--- src/rtl/jack_probe_detect.sv ---
module jack_probe_detect #(
  parameter int NUM_CH = 4,
  parameter int ADC_W = 12,
  parameter int WIN = 32,
  parameter int MAX_MISS = 2,
  parameter logic [15:0] SEED = 16'hACE1
) (
  input  logic                     clk,
  input  logic                     rst_n,
  input  logic                     sample_stb,
  input  logic [NUM_CH*ADC_W-1:0]  adc_data,
  input  logic [ADC_W-1:0]         thresh,
  output logic                     probe,
  output logic [NUM_CH-1:0]        unpatched
);
  localparam int CW = $clog2(WIN);
  localparam int MW = $clog2(MAX_MISS + 2);
  localparam logic [MW-1:0] MSAT = MW'(MAX_MISS + 1);
  localparam logic [MW-1:0] MLIM = MW'(MAX_MISS);

  logic [15:0]   lfsr;
  logic [CW-1:0] win_cnt;
  logic          win_end;

  assign probe   = lfsr[15];
  assign win_end = sample_stb && (win_cnt == CW'(WIN - 1));

  always_ff @(posedge clk) begin
    if (!rst_n) begin
      lfsr    <= SEED;
      win_cnt <= '0;
    end else if (sample_stb) begin
      lfsr    <= {lfsr[14:0], lfsr[15] ^ lfsr[13] ^ lfsr[12] ^ lfsr[10]};
      win_cnt <= win_end ? '0 : win_cnt + CW'(1);
    end
  end

  for (genvar c = 0; c < NUM_CH; c++) begin : g_ch
    logic [MW-1:0] miss, miss_nx;
    logic          hit, flag;

    assign hit     = (adc_data[c*ADC_W +: ADC_W] >= thresh) ^ probe;
    assign miss_nx = (hit && miss != MSAT) ? miss + MW'(1) : miss;
    assign unpatched[c] = flag;

    always_ff @(posedge clk) begin
      if (!rst_n) begin
        miss <= '0;
        flag <= 1'b0;
      end else if (sample_stb) begin
        if (win_end) begin
          flag <= (miss_nx <= MLIM);
          miss <= '0;
        end else begin
          miss <= miss_nx;
        end
      end
    end
  end
endmodule

--- config.mk ---
export PLATFORM = sky130hd
export DESIGN_NAME = jack_probe_detect
export DESIGN_NICKNAME = d
export VERILOG_FILES = /design/src/rtl/jack_probe_detect.sv
export SDC_FILE = /design/constraint.sdc
export NUM_CORES = 1
export LEC_CHECK = 0
export BUFFER_PORTS_ARGS = -buffer_cell sky130_fd_sc_hd__clkbuf_2
export CORE_MARGIN = 2
export CORE_UTILIZATION = 55
export DETAILED_ROUTE_END_ITERATION = 12
export HOLD_SLACK_MARGIN = 0.1
export PLACE_DENSITY = 0.82
export SYNTH_ARGS = -nofsm -noshare
export SYNTH_HDL_FRONTEND = slang
export SYNTH_SLANG_ARGS = --single-unit
--- constraint.sdc ---
create_clock -name clk -period 3.2 [get_ports clk]
set_input_delay 0.32 -clock clk [delete_from_list [all_inputs] [get_ports clk]]
set_output_delay 0.32 -clock clk [all_outputs]
set_load 0.02 [all_outputs]
==> results.md, run 1 <==
- IO Count: just under 70
- Share of cells above drive strength 1: ~23%
- Leakage: 1.71 nW
- Share of synthesized registers carrying an async set or reset: 0%
- Metal3 WL: around 260 um
- NetSw: around 0.34 mW
- Reg2Reg Setup Slack: about 0.9 ns
- Die Y-Extent: 76.1 um
- Final min period: around 2.3 ns
- Setup-failing EPs final: 0
- Final hold viol count: 0
- Initial antenna violation count: 0
- Prevailing post-synth register cell: dfxtp_1
- Worst Skew: 0.00442 ns
- TritonCTS Buffers: 5
- Cells after synthesis: 319
- Critical Path AT: 2.48 ns
- Final Net Count: approximately 500
- Run status: completed
- Drt drc: 0
- Drt total wl: ~6 mm
- Hold WS: 0.478 ns
- Most common cell after layout, fill and taps aside: clkbuf_2
- Area grow syn2layout: 15.8%
- R2R depth: 7
- Flop pwr share: between 40% and 50%
- Unrepaired setup endpoints after global routing: false
- H-tree depth: 2
- Critical Path RT: 3.38 ns
- Core ar.: 0.00507 mm2
- Worst-path clk slew: approximately 0.07 ns
- Cell area after synthesis: approximately 0.0029 mm2
- Pre-Repair DR Iteration Count: 4
- Post-synthesis sequential area ratio: 23.1%
- Critical R2R Capture: g_ch[0].flag
- GP Congestion: between 0.8 and 0.9
- Sink Count: 33
- Hold-fix buffers at CTS: 0
- #FFs+latches synth: 33
- Syn Area/Cell: 8.96 um2
- Worst-path cell chain: ha_1, and3_1, ha_1, nand2_1, a211o_1, or4_1, o2111a_1
- Yosys warns: 0
- Fin Setup TNS: 0 ns
- Post-CTS Resized: 0
- Postcts setup bufs: 0
- Synthesized net count: 436
- Hold Path Depth: 2
- Period utilization: a little under three quarters
- Root Driver: clkbuf_8
- VDD IR-drop max: roughly 380 uV
- Pint: between 0.7 and 0.8 mW
- Combinational power share: approximately 29%
- Crit-path max FO: 10
- Clock Power Share: ~28%
- DR iter-0 viols: 64
- Post-DP HPWL: between 4 and 5 mm
- Clk_lat worst skew: slightly below 0.3 ns
- Power per cell area: 329 mW/mm2
- Crit path capture type: flip-flop
- CP most frequent cell: ha_1
- Critical path's slowest cell: or4_1
- Slew HR: about three fifths
- Avg WL per Cell: roughly 13 um
- Startpoint Class: flip-flop
- HP Class: reg2reg
- Die area: 0.00579 mm2
- Worst Setup Path Type: reg2reg
- Switching part of the total power: around 31%
- Vias per Instance: about 5.5
- Pin count of the biggest net entering global routing: 32
- Hold_sp: lfsr[7]
- Die Width: 76.1 um
- Max Root-Sink Buffers: 2
- Total global routing overflow: 0
- Vias in the first global route: 2,415
- Peak Freq: approximately 0.43 GHz
- Reg-to-reg startpoint: win_cnt[0]
- Rows: 26
- Library cells used by synthesis: 48
- Design Power: around 1.1 mW
- IO buf count: 67
- Worst Hold End: lfsr[7]
- Final ANT Viol Nets: 0
- Starting Density: a little under three fifths
- CTS tree: built
- Highest metal layer with signal wires: met4
- # diodes: 0
- Slew Viols, Final: 0
- Fillcell total: 439
- EDFF count, synth: 0
- Vias: approximately 2,500
- Crit-path max cell delay: 0.42 ns
- Met2 WL post-DR: around 3.0 mm
- Met1 wire length: about 2.6 mm
- Slew @ Worst Pin: roughly 0.6 ns
- First-pass GRT wire length: ~10 mm
- Max-cap check violation count: 0
- Commonest cells after routing, fill and taps aside: clkbuf_2 (67), ha_1 (54), dfxtp_1 (33)
- GRT Util Overall: ~22%
[layer usage]
layer / global-route usage, % / vias to the layer above
met1: 24.7 / 1126
li1: - / 1285
met3: 4.15 / 10
met5: 0 / -
met2: 39.7 / 72
met4: 7.45 / 0
[critical path, delay by kind of cell, from the launching register on]
| family | cells | cell delay (ns) |
|---|---|---|
| compound gates | 2 | 0.48 |
| fa+ha+maj | 2 | 0.55 |
| flops | 1 | 0.38 |
| simple gates | 3 | 0.78 |
[state kept, by name, summed over array words and instances (netlist names)]
register and count:
lfsr 16, g_ch.miss 8, win_cnt 5, g_ch.flag 4
[metrics by stage]
stage	utilization [%]	cell area (um2)	worst slack, ns	instances
2_1_floorplan	-	2860	0.903	319
3_3_place_gp	63.5	3220	0.713	444
3_5_place_dp	63.5	3220	0.626	444
4_1_cts	65.2	3310	0.914	452
5_1_grt	65.2	3310	0.746	452
6_report	65.2	3310	0.898	452
[power by group through the flow]
stage	logic (mW)	registers, mW	clock network, mW
2_1_floorplan	0.233	0.465	0
3_3_place_gp	0.309	0.471	0
3_5_place_dp	0.320	0.473	0
4_1_cts	0.322	0.464	0.315
5_1_grt	0.367	0.468	0.330
6_report	0.321	0.464	0.305
[cell usage after synthesis, types with 3 or more instances]
cell | n | share of area, %
a211o_1 | 4 | 1.2
a211oi_1 | 3 | 0.79
a21o_1 | 12 | 3.2
a21oi_1 | 15 | 2.6
a31oi_1 | 3 | 0.66
and2_1 | 3 | 0.66
and3_1 | 4 | 0.88
and4b_1 | 4 | 1.4
buf_1 | 4 | 0.53
buf_4 | 4 | 1.1
clkbuf_1 | 5 | 0.66
dfxtp_1 | 33 | 23
ha_1 | 54 | 24
inv_1 | 21 | 2.8
mux2i_1 | 21 | 7.4
nand2_1 | 29 | 3.8
nand2b_1 | 7 | 1.5
nand4_1 | 5 | 1.1
nor2_1 | 14 | 1.8
nor2b_1 | 18 | 3.9
o21ai_0 | 12 | 2.1
o22ai_1 | 3 | 0.66
o31a_1 | 4 | 1.2
xnor2_1 | 3 | 0.92
[worst max path at each step]
stage	startpoint	to	slack (ns)	depth (start not counted)
floorplan	thresh[9]	g_ch[0].flag	0.90	8
global placement	thresh[9]	g_ch[0].flag	0.71	9
detailed placement	thresh[7]	g_ch[0].flag	0.63	9
CTS	win_cnt[0]	g_ch[0].flag	0.91	7
global route	win_cnt[0]	g_ch[0].flag	0.75	7
finish	win_cnt[0]	g_ch[0].flag	0.90	7
[logic make-up (layout without fill, tap and decap cells)]
logic type               after synthesis  count (layout)  synth area share, %
AND/OR/NAND/NOR                      100             100                 20.3
adder cells (fa/ha/maj)               54              54                 23.6
flip-flops                            33              33                 23.1
multiplexers                          22              22                 7.75
AO/OA/AOI/OAI                         72              72                 19.0
buffers and inverters                 34              97                 4.99
XOR/XNOR                               4               4                 1.23
[cell type report]
class	count	area, um2	area share, %
clock buffer	5	68.8	2.08
inverter	21	78.8	2.38
sequential	33	661	20.0
clock inverter	3	17.5	0.529
tap	70	87.6	2.65
multi-input combinational	252	2050	62.1
timing repair buffer	68	343	10.4
Power figures use the tool's default switching activity.
==> run 2: changes to the inputs <==
--- a/config.mk
+++ b/config.mk
@@ -5,12 +5,13 @@
 export SDC_FILE = /design/constraint.sdc
 export NUM_CORES = 1
 export LEC_CHECK = 0
+export ABC_AREA = 1
 export BUFFER_PORTS_ARGS = -buffer_cell sky130_fd_sc_hd__clkbuf_2
 export CORE_MARGIN = 2
-export CORE_UTILIZATION = 55
+export CORE_UTILIZATION = 50
 export DETAILED_ROUTE_END_ITERATION = 12
 export HOLD_SLACK_MARGIN = 0.1
-export PLACE_DENSITY = 0.82
+export PLACE_DENSITY = 0.78
 export SYNTH_ARGS = -nofsm -noshare
 export SYNTH_HDL_FRONTEND = slang
 export SYNTH_SLANG_ARGS = --single-unit
==> constraint.sdc (replaced) <==
create_clock -name clk -period 2 [get_ports clk]
set_input_delay 0.2 -clock clk [delete_from_list [all_inputs] [get_ports clk]]
set_output_delay 0.2 -clock clk [all_outputs]
set_load 0.02 [all_outputs]
==> results.md, run 2 <==
- Worst Skew: 0.00388 ns (-0.000537 ns)
- Met1 wire length: 2.95 mm (+13%)
- Core ar.: 0.00557 mm2 (+9.8%)
- TritonCTS Buffers: 5 (unchanged)
- Post-CTS Resized: 0 (unchanged)
- HP Class: in2reg
- Root Driver: clkbuf_8
- Final Net Count: 618 (+24%)
- Vias: 2,813 (+13%)
- Metal3 WL: 173 um (-34%)
- Setup-failing EPs final: 0 (unchanged)
- Commonest cells after routing, fill and taps aside: nand2_1 (132), clkbuf_2 (67), inv_1 (58)
- Switching part of the total power: 34.5% (+3.3 points)
- Share of cells above drive strength 1: 22.3% (-0.73 points)
- Worst Setup Path Type: reg2reg
- Initial antenna violation count: 0 (unchanged)
- Critical Path RT: 2.21 ns (-1.17 ns)
- Hold Path Depth: 4 (+2)
- Largest register FFs: 16 (unchanged)
- Top-area cell type share of the netlist area: 23.2% (-0.42 points)
- Cells after synthesis: 434 (+36%)
- Syn Area/Cell: 6.70 um2 (-25%)
- CTS tree: built
- Worst-path clk slew: 0.07 ns (about the same)
- Area grow syn2layout: 16.6%
- Peak Freq: 0.622 GHz (+43%)
- Clk_lat worst skew: 0.28 ns (about the same)
- Die Y-Extent: 80.3 um (+5.5%)
- Final instance area: 0.00339 mm2 (+2.4%)
- Pint: 1.20 mW (+60%)
- H-tree depth: 2 (unchanged)
- Pre-Repair DR Iteration Count: 4 (unchanged)
- Reg-to-reg startpoint: win_cnt[0]
- Postcts setup bufs: 0 (unchanged)
- Worst Hold End: g_ch[3].miss[1]
- Top-count cell post-synth: nand2_1
- Crit-path max FO: 9 (-1)
- Fin Setup TNS: 0 ns (unchanged)
- Power per cell area: 541 mW/mm2 (+64%)
- Main area contributors after synthesis: ha_1 (23%), dfxtp_1 (23%), nand2_1 (17%)
- Die area: 0.00644 mm2 (+11%)
- EDFF count, synth: 0 (unchanged)
- # diodes: 0 (unchanged)
- Avg WL per Cell: 11.1 um (-16%)
- GP Congestion: 0.820 (+0.68%)
- Final ANT Viol Nets: 0 (unchanged)
- Sink Count: 33 (unchanged)
- Library cells used by synthesis: 21 (-56%)
- Share of synthesized registers carrying an async set or reset: 0% (unchanged)
- #FFs+latches synth: 33 (unchanged)
- Design Power: 1.83 mW (+68%)
- IO buf count: 67 (unchanged)
- Placed cell area: 0.00330 mm2 (+2.5%)
- Met2 WL post-DR: 3.23 mm (+7.4%)
- VDD IR-drop max: 397 uV (+4.3%)
- First-pass GRT wire length: 11.1 mm (+7.3%)
- Highest metal layer with signal wires: met4
- Post-synthesis sequential area ratio: 22.7% (-0.41 points)
- Slew HR: 73.2% (+14 points)
- Critical R2R Capture: g_ch[1].miss[0]
- Period utilization: 80.4% (+8.4 points)
- Total global routing overflow: 0 (unchanged)
- Largest regs: lfsr (16), g_ch.miss (8), win_cnt (5)
- Prevailing post-synth register cell: dfxtp_1
- Die Width: 80.3 um (+5.5%)
- Max-cap check violation count: 0 (unchanged)
- IO Count: 68 (unchanged)
- Slew @ Worst Pin: 0.402 ns (-0.200 ns)
- Run status: completed
- Top reg by flops: lfsr
- Critical Path AT: 1.82 ns (-0.66 ns)
- Post-DP HPWL: 5.30 mm (+9.3%)
- Crit path capture type: flip-flop
- Drt total wl: 6.39 mm (+6.8%)
- Rows: 27 (+3.8%)
- Slew Viols, Final: 0 (unchanged)
- Area leader, netlist: ha_1
- Final hold viol count: 0 (unchanged)
- Vias per Instance: 4.90 (-11%)
- Clock Power Share: 26.4% (-1.6 points)
- Unrepaired setup endpoints after global routing: false
- Combinational power share: 33.1% (+3.7 points)
- Pin count of the biggest net entering global routing: 23 (-28%)
- NetSw: 0.634 mW (+86%)
- Starting Density: 52.2% (-4.1 points)
- Cell area after synthesis: 0.00291 mm2 (+1.8%)
- Most common cell after layout, fill and taps aside: nand2_1
- Most instantiated cells after synthesis: nand2_1 (132), inv_1 (58), ha_1 (54), dfxtp_1 (33), nor2_1 (29)
- DR iter-0 viols: 55 (-14%)
- Drt drc: 0 (unchanged)
- Vias in the first global route: 2,733 (+13%)
- R2R depth: 7 (unchanged)
- Yosys warns: 0 (unchanged)
- Reg2Reg Setup Slack: 0.39 ns (-0.51 ns)
- Hold-fix buffers at CTS: 0 (unchanged)
- Max Root-Sink Buffers: 2 (unchanged)
- Hold_sp: sample_stb
- Final min period: 1.61 ns (-0.694 ns)
- GRT Util Overall: 21.3% (-0.25 points)
- Flop pwr share: 40.5% (-2.1 points)
- Startpoint Class: flip-flop
- Synthesized net count: 551 (+26%)
- Leakage: 1.91 nW (+12%)
## run 2: changes by cell type after synthesis, sizes merged, moves of 5 or more
cell,delta
nor2,+22
inv,+45
nand4,+11
a21o,-12
a21oi,+10
nor2b,-18
a211oi,-5
nand2b,-9
nand3,+30
nand2,+114
mux2i,-21
## run 2: area by class of cell
type	instances	area (um2)
fill	538	2180
multi-input combinational	323	1940
sequential	33	661
timing repair buffer	70	358
inverter	68	255
tap	72	90.1
clock buffer	5	68.8
clock inverter	3	17.5
## run 2: stage by stage
| stage | util [%] | hold slack (ns) | setup slack, ns | instances |
|---|---|---|---|---|
| 2_1_floorplan | - | 0.336 | 0.481 | 434 |
| 6_report | 60.8 | 0.283 | 0.392 | 574 |
| 3_3_place_gp | 59.3 | 0.439 | 0.206 | 566 |
| 4_1_cts | 60.8 | 0.279 | 0.369 | 574 |
| 5_1_grt | 60.8 | 0.315 | 0.246 | 574 |
| 3_5_place_dp | 59.3 | 0.443 | 0.164 | 566 |
## run 2: kinds of logic (layout without fill, tap and decap cells)
logic type / count (synthesis) / in the layout / share of synthesized area (%)
compound gates: 35 / 35 / 6.02
xor+xnor: 4 / 4 / 1.20
fa+ha+maj: 54 / 54 / 23.2
buf+inv: 78 / 146 / 10.6
flops: 33 / 33 / 22.7
simple gates: 230 / 230 / 36.3
## run 2: how the worst max path moves through the flow
| stage | start | to | slack, ns |
|---|---|---|---|
| finish | win_cnt[0] | g_ch[1].miss[0] | 0.39 |
| global route | win_cnt[0] | g_ch[1].miss[0] | 0.25 |
| floorplan | thresh[11] | g_ch[2].flag | 0.48 |
| global placement | thresh[11] | g_ch[0].flag | 0.21 |
| CTS | win_cnt[0] | g_ch[1].miss[0] | 0.37 |
| detailed placement | thresh[11] | g_ch[3].flag | 0.16 |
## run 2: critical path: stages, from the launching register on
cell	delay [ns]
dfxtp_1	0.34
ha_1	0.22
inv_1	0.07
nor3_1	0.05
ha_1	0.20
nor2_2	0.35
nand3_1	0.16
a21oi_1	0.16
## run 2: power groups by stage
stage / Sequential (mW) / Combinational (mW) / Clock, mW
4_1_cts: 0.743 / 0.612 / 0.493
6_report: 0.743 / 0.607 / 0.484
5_1_grt: 0.748 / 0.710 / 0.521
3_3_place_gp: 0.754 / 0.582 / 0
3_5_place_dp: 0.757 / 0.608 / 0
2_1_floorplan: 0.752 / 0.436 / 0
## run 2: metal layers
metal | GRT usage [%] | up-vias
li1 | - | 1525
met2 | 40.3 | 38
met5 | 0 | -
met1 | 25.1 | 1244
met3 | 3.48 | 6
met4 | 3.90 | 0
